$ cat src/rtl/rbs_pkg.sv
package rbs_pkg;
   typedef enum logic {
      INS_BURST = 1'b0,
      INS_CMD   = 1'b1
   } ins_mode_e;
endpackage

$ cat src/rtl/rbs_pending.sv
module rbs_pending #(
   parameter int CNT_W    = 3,
   parameter bit SATURATE = 1'b1
) (
   input  logic             clk,
   input  logic             rst_n,
   input  logic             req,
   input  logic             issue,
   output logic             pending_o,
   output logic [CNT_W-1:0] cnt_o
);
   localparam logic [CNT_W-1:0] CNT_MAX = {CNT_W{1'b1}};

   generate
      if (CNT_W < 1) begin : g_bad_w
         $error("rbs_pending: CNT_W must be at least 1");
      end
   endgenerate

   logic             pend_q;
   logic [CNT_W-1:0] cnt_q;
   logic             merge;

   assign merge = req & pend_q & ~issue;

   always_ff @(posedge clk) begin
      if (!rst_n) pend_q <= 1'b0;
      else        pend_q <= (pend_q & ~issue) | req;
   end

   generate
      if (SATURATE) begin : g_sat
         always_ff @(posedge clk) begin
            if (!rst_n)                         cnt_q <= '0;
            else if (merge && cnt_q != CNT_MAX) cnt_q <= cnt_q + 1'b1;
         end
      end else begin : g_wrap
         always_ff @(posedge clk) begin
            if (!rst_n)     cnt_q <= '0;
            else if (merge) cnt_q <= cnt_q + 1'b1;
         end
      end
   endgenerate

   assign pending_o = pend_q;
   assign cnt_o     = cnt_q;


   cnt_no_overflow_chk: assert property (@(posedge clk) disable iff (!rst_n)
      (SATURATE && cnt_q == CNT_MAX) |=> cnt_q == CNT_MAX);

   pend_hold_chk: assert property (@(posedge clk) disable iff (!rst_n)
      (pend_q && !issue) |=> pend_q);
endmodule

$ cat src/rtl/rbs_policy.sv
module rbs_policy
   import rbs_pkg::*;
(
   input  logic clk,
   input  logic rst_n,
   input  logic mode_in,
   input  logic pending,
   input  logic stall_busy,
   input  logic seq_busy,
   input  logic burst_end,
   input  logic cmd_end,
   input  logic page_end,
   input  logic txn_in_page,
   output logic issue_o,
   output logic page_cut_o
);
   ins_mode_e mode_q;
   logic      at_bound;

   always_ff @(posedge clk) begin
      if (!rst_n)        mode_q <= INS_BURST;
      else if (!pending) mode_q <= ins_mode_e'(mode_in);
   end

   always_comb begin
      at_bound = 1'b0;
      unique case (mode_q)
         INS_BURST: at_bound = burst_end;
         INS_CMD:   at_bound = txn_in_page ? cmd_end : (cmd_end | page_end);
         default:   at_bound = 1'b0;
      endcase
   end

   assign issue_o    = pending & ~stall_busy & (~seq_busy | at_bound);
   assign page_cut_o = issue_o & seq_busy & (mode_q == INS_CMD)
                       & ~txn_in_page & page_end & ~cmd_end;


   mode_locked_chk: assert property (@(posedge clk) disable iff (!rst_n)
      (pending && $past(pending)) |-> $stable(mode_q));

   burst_only_chk: assert property (@(posedge clk) disable iff (!rst_n)
      (issue_o && seq_busy && mode_q == INS_BURST) |-> burst_end);

   inpage_cmd_chk: assert property (@(posedge clk) disable iff (!rst_n)
      (issue_o && seq_busy && mode_q == INS_CMD && txn_in_page) |-> cmd_end);
endmodule

$ cat src/rtl/rbs_stall.sv
module rbs_stall #(
   parameter int TRFC_W = 8
) (
   input  logic              clk,
   input  logic              rst_n,
   input  logic              issue,
   input  logic              page_cut,
   input  logic [TRFC_W-1:0] trfc,
   output logic              stall_o,
   output logic              busy_o,
   output logic              resume_o
);
   generate
      if (TRFC_W < 1) begin : g_bad_w
         $error("rbs_stall: TRFC_W must be at least 1");
      end
   endgenerate

   logic [TRFC_W-1:0] cnt_q;
   logic              cut_q;

   always_ff @(posedge clk) begin
      if (!rst_n)           cnt_q <= '0;
      else if (issue)       cnt_q <= (trfc == '0) ? '0 : trfc - 1'b1;
      else if (cnt_q != '0) cnt_q <= cnt_q - 1'b1;
   end

   assign busy_o   = (cnt_q != '0);
   assign stall_o  = issue | busy_o;
   assign resume_o = cut_q & ~stall_o;

   always_ff @(posedge clk) begin
      if (!rst_n)                cut_q <= 1'b0;
      else if (issue & page_cut) cut_q <= 1'b1;
      else if (resume_o)         cut_q <= 1'b0;
   end


   no_issue_in_stall_chk: assert property (@(posedge clk) disable iff (!rst_n)
      busy_o |-> !issue);

   stall_follows_chk: assert property (@(posedge clk) disable iff (!rst_n)
      (issue && trfc > 1) |=> stall_o);

   resume_pulse_chk: assert property (@(posedge clk) disable iff (!rst_n)
      resume_o |=> !resume_o);
endmodule

$ cat src/rtl/refresh_boundary_sched.sv
module refresh_boundary_sched #(
   parameter int TRFC_W = 8,
   parameter int PCNT_W = 3
) (
   input  logic              clk,
   input  logic              rst_n,
   input  logic              refresh_req,
   input  logic              mode_sel,
   input  logic [TRFC_W-1:0] trfc_cycles,
   input  logic              seq_busy,
   input  logic              burst_end,
   input  logic              cmd_end,
   input  logic              page_end,
   input  logic              txn_in_page,
   output logic              refresh_issue,
   output logic              stall,
   output logic              resume,
   output logic [PCNT_W-1:0] postponed_cnt
);
   logic pending;
   logic stall_busy;
   logic page_cut;

   rbs_pending #(.CNT_W(PCNT_W), .SATURATE(1'b1)) pend_i (
      .clk(clk), .rst_n(rst_n), .req(refresh_req), .issue(refresh_issue),
      .pending_o(pending), .cnt_o(postponed_cnt)
   );

   rbs_policy pol_i (
      .clk(clk), .rst_n(rst_n), .mode_in(mode_sel), .pending(pending),
      .stall_busy(stall_busy), .seq_busy(seq_busy), .burst_end(burst_end),
      .cmd_end(cmd_end), .page_end(page_end), .txn_in_page(txn_in_page),
      .issue_o(refresh_issue), .page_cut_o(page_cut)
   );

   rbs_stall #(.TRFC_W(TRFC_W)) stall_i (
      .clk(clk), .rst_n(rst_n), .issue(refresh_issue), .page_cut(page_cut),
      .trfc(trfc_cycles), .stall_o(stall), .busy_o(stall_busy),
      .resume_o(resume)
   );


   issue_needs_pend_chk: assert property (@(posedge clk) disable iff (!rst_n)
      refresh_issue |-> pending);

   single_issue_chk: assert property (@(posedge clk) disable iff (!rst_n)
      (refresh_issue && !refresh_req) |=> !refresh_issue);
endmodule

$ cat config.mk
export PLATFORM = sky130hd
export DESIGN_NAME = refresh_boundary_sched
export DESIGN_NICKNAME = d
export VERILOG_FILES = /design/src/rtl/rbs_pkg.sv /design/src/rtl/rbs_pending.sv /design/src/rtl/rbs_policy.sv /design/src/rtl/rbs_stall.sv /design/src/rtl/refresh_boundary_sched.sv
export SDC_FILE = /design/constraint.sdc
export NUM_CORES = 1
export LEC_CHECK = 0
export ABC_AREA = 0
export BUFFER_PORTS_ARGS = -buffer_cell sky130_fd_sc_hd__buf_4
export CORE_MARGIN = 4
export CORE_UTILIZATION = 51
export CTS_CLUSTER_SIZE = 8
export DETAILED_ROUTE_END_ITERATION = 10
export PLACE_DENSITY_LB_ADDON = 0.1
export SETUP_SLACK_MARGIN = 0.05
export SYNTH_ARGS = -nofsm -noshare
export SYNTH_HDL_FRONTEND = slang
export SYNTH_SLANG_ARGS = --single-unit
$ cat constraint.sdc
create_clock -name clk -period 2.4 [get_ports clk]
set_input_delay 0.24 -clock clk [delete_from_list [all_inputs] [get_ports clk]]
set_output_delay 0.24 -clock clk [all_outputs]
set_load 0.03 [all_outputs]
## After elaboration in Yosys (flattened, before gate mapping)

Index checks and enable logic that the tools add are counted.

- Word-level logic and storage cells: 44
- Output and inout port bits: 6
- Register bits: 14
- Bits of input ports: 17

- Reduce and logical (&&, ||, !) cells: 5
- Bitwise logic cells: 23
- Eq/ne operators: 1
- Muxes and demuxes: 7
- Add/subtract/negate cells: 3

Operator list:

| kind | count |
|---|---|
| two-way mux 8 bit | 3 |
| subtractor 8 x 1 -> 8 bit (second input constant) | 2 |
| AND 1 bit | 12 |
| logical NOT 8 bit | 1 |
| nonzero test 8 bit | 1 |
| NOT 1 bit | 7 |
| OR 1 bit | 4 |
| nonzero test 2 bit | 2 |
| adder 3 x 1 -> 3 bit (second input constant) | 1 |
| two-way mux 1 bit | 3 |
| inequality test 3 bit (second input constant) | 1 |
| case mux 1 bit (2 select lines) | 1 |
| logical AND 1 bit | 1 |

## Logic depth before layout (Yosys ltp)

- Depth in word-level cells: 12
- Gate-level depth with buffers: 8
- Mapped depth without buffers: 7

## By module

From an unflattened synthesis, not the netlist that was laid out.

- Cells, all modules: 116
- Area total of the unflattened synthesis: 978.4 sq um

By module, submodules not included:

| module | cells each | area an instance (sq um) | sequential area each (sq um) | times used |
|---|---|---|---|---|
| rbs_stall | 88 | 696.9 | 180.2 | 1 |
| rbs_pending | 18 | 190.2 | 80.1 | 1 |
| rbs_policy | 10 | 91.3 | 20.0 | 1 |

## Least setup slack after synthesis

No wires, ideal clock.

- Kind: register -> output
- From: register stall_i.cnt_q[0]
- To: output port resume
- Buffers on the path: 0
- Cell stages (with the launch flop): 7
- Data required time: 2,160 ps
- Setup slack: 149 ps
- Arrival: 2,011 ps
- Path through: dfxtp_1 inv_1 ha_1 or3b_2 nor2_1 nand2b_1 nor2_1

- Cells in the longest elaborated chain, start to end: 7

Ends and longest elaborated chain:

| element | RTL line | source |
|---|---|---|
| start: declaration | rbs_stall.sv:19 | `logic [TRFC_W-1:0] cnt_q;` |
| start signal: assignment | rbs_stall.sv:24 | `else if (issue) cnt_q <= (trfc == '0) ? '0 : trfc - 1'b1;` |
| start signal: assignment | rbs_stall.sv:25 | `else if (cnt_q != '0) cnt_q <= cnt_q - 1'b1;` |
| nonzero test 8 bit * | rbs_stall.sv:28 | `assign busy_o = (cnt_q != '0);` |
| NOT 1 bit | rbs_policy.sv:34 | `assign issue_o = pending & ~stall_busy & (~seq_busy \| at_bound);` |
| AND 1 bit (2 in series) | rbs_policy.sv:34 |  |
| OR 1 bit * | rbs_stall.sv:29 | `assign stall_o = issue \| busy_o;` |
| named net stall | refresh_boundary_sched.sv:16 | `output logic stall,` |
| NOT 1 bit * | rbs_stall.sv:30 | `assign resume_o = cut_q & ~stall_o;` |
| AND 1 bit * | rbs_stall.sv:30 |  |
| end: declaration | refresh_boundary_sched.sv:17 | `output logic resume,` |

Mark *: on every way through the listed nets, which the timed path passes. The rest lies on a longest branch.

## Worst setup path after layout

- From: register stall_i.cnt_q[0]
- To: output port refresh_issue

- Cells in the longest elaborated chain, start to end: 4

Ends and longest elaborated chain:

| element | RTL line | source |
|---|---|---|
| nonzero test 8 bit | rbs_stall.sv:28 |  |
| NOT 1 bit | rbs_policy.sv:34 |  |
| AND 1 bit (2 in series) | rbs_policy.sv:34 |  |
| end: declaration | refresh_boundary_sched.sv:15 | `output logic refresh_issue,` |

Every way passes these cells.

==> reports/metrics.cfg <==
[run_status]
status=finished clean

[floorplanning]
die_y_um=50.3
starting_density_of_the_core_pct=53.5
rows=15
floorplan.core_area_mm2=0.00171
design.die.area_mm2=0.00253
ios=23
die-width_um=50.3

[route]
routed-via-count=874
drt_first_pass_iters=5
post_drt_via_cell_ratio=5.36
drtAntennaViolNets=0
detail_route.iter0.violations=21
drc=0
drt_wl_total_mm=2.03
route.detailed.wl_per_inst_um=12.4

[grt]
first_global_vias=783
grt_remaining_overflow=0
gr-usage-all-layers_pct=16.9
number_of_antenna_violations_at_the_first_check_in_global_routing=0
grt_max_degree=14
first_pass_grt_wire_length_mm=3.31

[place]
numPlacedInstances=159
detailedPlacementHpwl_mm=1.60
globalplace.congestion=0.910
i_o_buffers=22

[layout]
antenna-diode-count=0
commonest_non_fill_non_tap_cells_in_the_layout=sky130_fd_sc_hd__buf_4, sky130_fd_sc_hd__dfxtp_1, sky130_fd_sc_hd__nor2_1, sky130_fd_sc_hd__nand2_1, sky130_fd_sc_hd__inv_1
layout.nets=161
final_common_cell=sky130_fd_sc_hd__buf_4
drive_above_1_share_pct=27.5
layout.cells.non_filler=163
area_delta_synth_final_pct=27.5

[worst_setup_path]
timing.critical_path.cells=inv_1, ha_1, or3b_4, nor2_4, and2_4, buf_4
category_of_the_most_critical_setup_path=flop to output port
cp_max_fo=7
critPathLaunchType=flop
critical_path.max_stage_delay_ns=0.43
worst_setup_path_end_kind=output port
slowest_cp_cell=sky130_fd_sc_hd__or3b_4
cp_data_arrival_time_ns=1.90
cp_data_required_time_ns=2.16

[logic_synthesis]
synth_fp_nets=135
synth.yosys.seq_area_share_pct=30.7
synth_top_family_by_area=simple AND/OR/NAND/NOR gates
synth.cell_area_um2=913
synth_cell_types=35
postSynthCellCount=113
syn-mean-instance-area_um2=8.08
synth.top_cells.by_area=sky130_fd_sc_hd__dfxtp_1, sky130_fd_sc_hd__xnor2_1, sky130_fd_sc_hd__ha_1
share_of_synthesized_cell_area_in_full_adder_half_adder_and_majority_cells_pct=6.85
yosysWarnings=0
yosys.area.top_type=sky130_fd_sc_hd__dfxtp_1
synth_mux_area_share_pct=4.38
synth_top_area_share_pct=30.7
synth.ff_latch_count=14
post_synthesis_share_of_cell_area_spent_on_xor_and_xnor_gates_pct=8.63
synth_compound_area_share_pct=17.7
synth-simple-area-share_pct=27.1

[sta]
timing_max_transition_violations_final=0
fmax_ghz=0.468
grt_setup_unrepaired=no
final_period_utilization_pct=89.1
finalWorstPathRequiredPeriod_ns=2.14
finalSetupTns_ns=0
worst_max_slew_pin_slew_ns=0.541
finalClockSkew_ns=0.00416
timing_hold_violations_final=0
slew_headroom_pct=63.6
finalSetupViolCount=0

[clock_network]
postCtsSetupRepairBufs=0
tritoncts_clock_tree=done
cts.path.max_buffers=2
cts-htree-levels=1
cts_buffers=3
cts_root_buf=sky130_fd_sc_hd__clkbuf_4
clock_insertion_delay_worst_skew_ns=0.28
clock_pin_transition_on_the_worst_setup_and_hold_timing_paths_ns=0.08
cts_sinks=14

[flow_run]
number_of_max_cap_violations=0

[hold_path]
min-delay-path-class=input port to flop

[power]
ir_drop_v=0.000610
powerDensity_mw_per_mm2=998
total_leakage_power_nw=0.497

## power breakdown
part	total [mW]	internal (mW)	switching [mW]
Clock	0.169	0.0924	0.0767
Sequential	0.357	0.293	0.0641
Combinational	0.637	0.316	0.321
Total	1.16	0.701	0.462
## cells by family (layout without fill, tap and decap cells)
logic type / Yosys count / count (layout)
simple gates: 48 / 48
buf+inv: 11 / 36
compound gates: 22 / 22
fa+ha+maj: 5 / 5
mux: 4 / 4
flops: 14 / 14
xor+xnor: 9 / 9
## worst max-delay path, delay by kind of cell, from the launching register on
| kind | cells | cell delay, ns |
|---|---|---|
| flip-flops | 1 | 0.36 |
| AND/OR/NAND/NOR | 3 | 0.81 |
| adder cells (fa/ha/maj) | 1 | 0.17 |
| buffers and inverters | 2 | 0.27 |
## cells in the mapped netlist
library cell / instances
sky130_fd_sc_hd__o22a_1: 2
sky130_fd_sc_hd__nor3_1: 4
sky130_fd_sc_hd__or2_2: 1
sky130_fd_sc_hd__nor2b_1: 1
sky130_fd_sc_hd__xor2_1: 1
sky130_fd_sc_hd__and2_1: 3
sky130_fd_sc_hd__dfxtp_1: 14
sky130_fd_sc_hd__a21oi_1: 6
sky130_fd_sc_hd__a221oi_1: 1
sky130_fd_sc_hd__o221a_2: 1
sky130_fd_sc_hd__o21ai_0: 1
sky130_fd_sc_hd__o22ai_1: 3
sky130_fd_sc_hd__buf_2: 1
sky130_fd_sc_hd__nand3_1: 2
sky130_fd_sc_hd__or3_2: 1
sky130_fd_sc_hd__ha_1: 5
sky130_fd_sc_hd__o21a_1: 2
sky130_fd_sc_hd__clkbuf_1: 1
sky130_fd_sc_hd__or3b_2: 1
sky130_fd_sc_hd__a211oi_2: 1
sky130_fd_sc_hd__a31o_2: 1
sky130_fd_sc_hd__a41oi_1: 1
sky130_fd_sc_hd__xnor2_1: 8
sky130_fd_sc_hd__nor2_1: 13
sky130_fd_sc_hd__nor4_1: 2
sky130_fd_sc_hd__and3b_1: 1
sky130_fd_sc_hd__nand2b_1: 4
sky130_fd_sc_hd__mux2i_1: 4
sky130_fd_sc_hd__a311o_1: 1
sky130_fd_sc_hd__or4_4: 2
sky130_fd_sc_hd__a211o_1: 1
sky130_fd_sc_hd__nor3b_1: 1
sky130_fd_sc_hd__inv_1: 9
sky130_fd_sc_hd__nand2_1: 12
sky130_fd_sc_hd__a31oi_1: 1
## state kept, by name, indices dropped and copies added (netlist names)
name              cells
pend_i.pending_o      1
stall_i.cut_q         1
stall_i.cnt_q         8
pend_i.cnt_o          3
pol_i.mode_q          1
## path summary, 6_finish.rpt
path | from | to | slack (ns) | depth (start not counted)
max | stall_i.cnt_q[0] | refresh_issue | 0.26 | 6
min | refresh_req | pend_i.pending_o | 0.18 | 2
max reg2reg | stall_i.cnt_q[0] | pend_i.cnt_o[0] | 0.44 | 7
min reg2reg | pend_i.cnt_o[2] | pend_i.cnt_o[2] | 0.48 | 2
## through the flow
stage	util [%]	worst slack, ns	instance area (µm²)	hold WS (ns)	power, mW
2_1_floorplan	-	0.149	913	0.364	0.807
3_3_place_gp	64.9	0.375	1110	0.456	0.944
3_5_place_dp	64.9	0.280	1110	0.467	0.946
4_1_cts	67.1	0.0578	1150	0.174	1.12
5_1_grt	68.2	0.124	1160	0.181	1.26
6_report	68.2	0.261	1160	0.176	1.16
## per-layer routing
| metal | wire [µm] | global-route usage (%) |
|---|---|---|
| met1 | 955 | 22.0 |
| met2 | 892 | 27.0 |
| met5 | 0 | 0 |
| met3 | 139 | 3.56 |
| met4 | 39 | 6.73 |
## timing repair
item	in CTS	in global routing
hold buffers	0	0
resized for setup	1	5
endpoints found under the setup margin	1	3
## cell type report
class | instances | area [µm²]
inverters | 9 | 33.8
clock buffers | 4 | 36.3
flip-flops and latches | 14 | 280
multi-input cells | 88 | 611
fillers | 144 | 543
well taps | 25 | 31.3
repair buffers | 23 | 173
(Power assumes the default switching activity.)
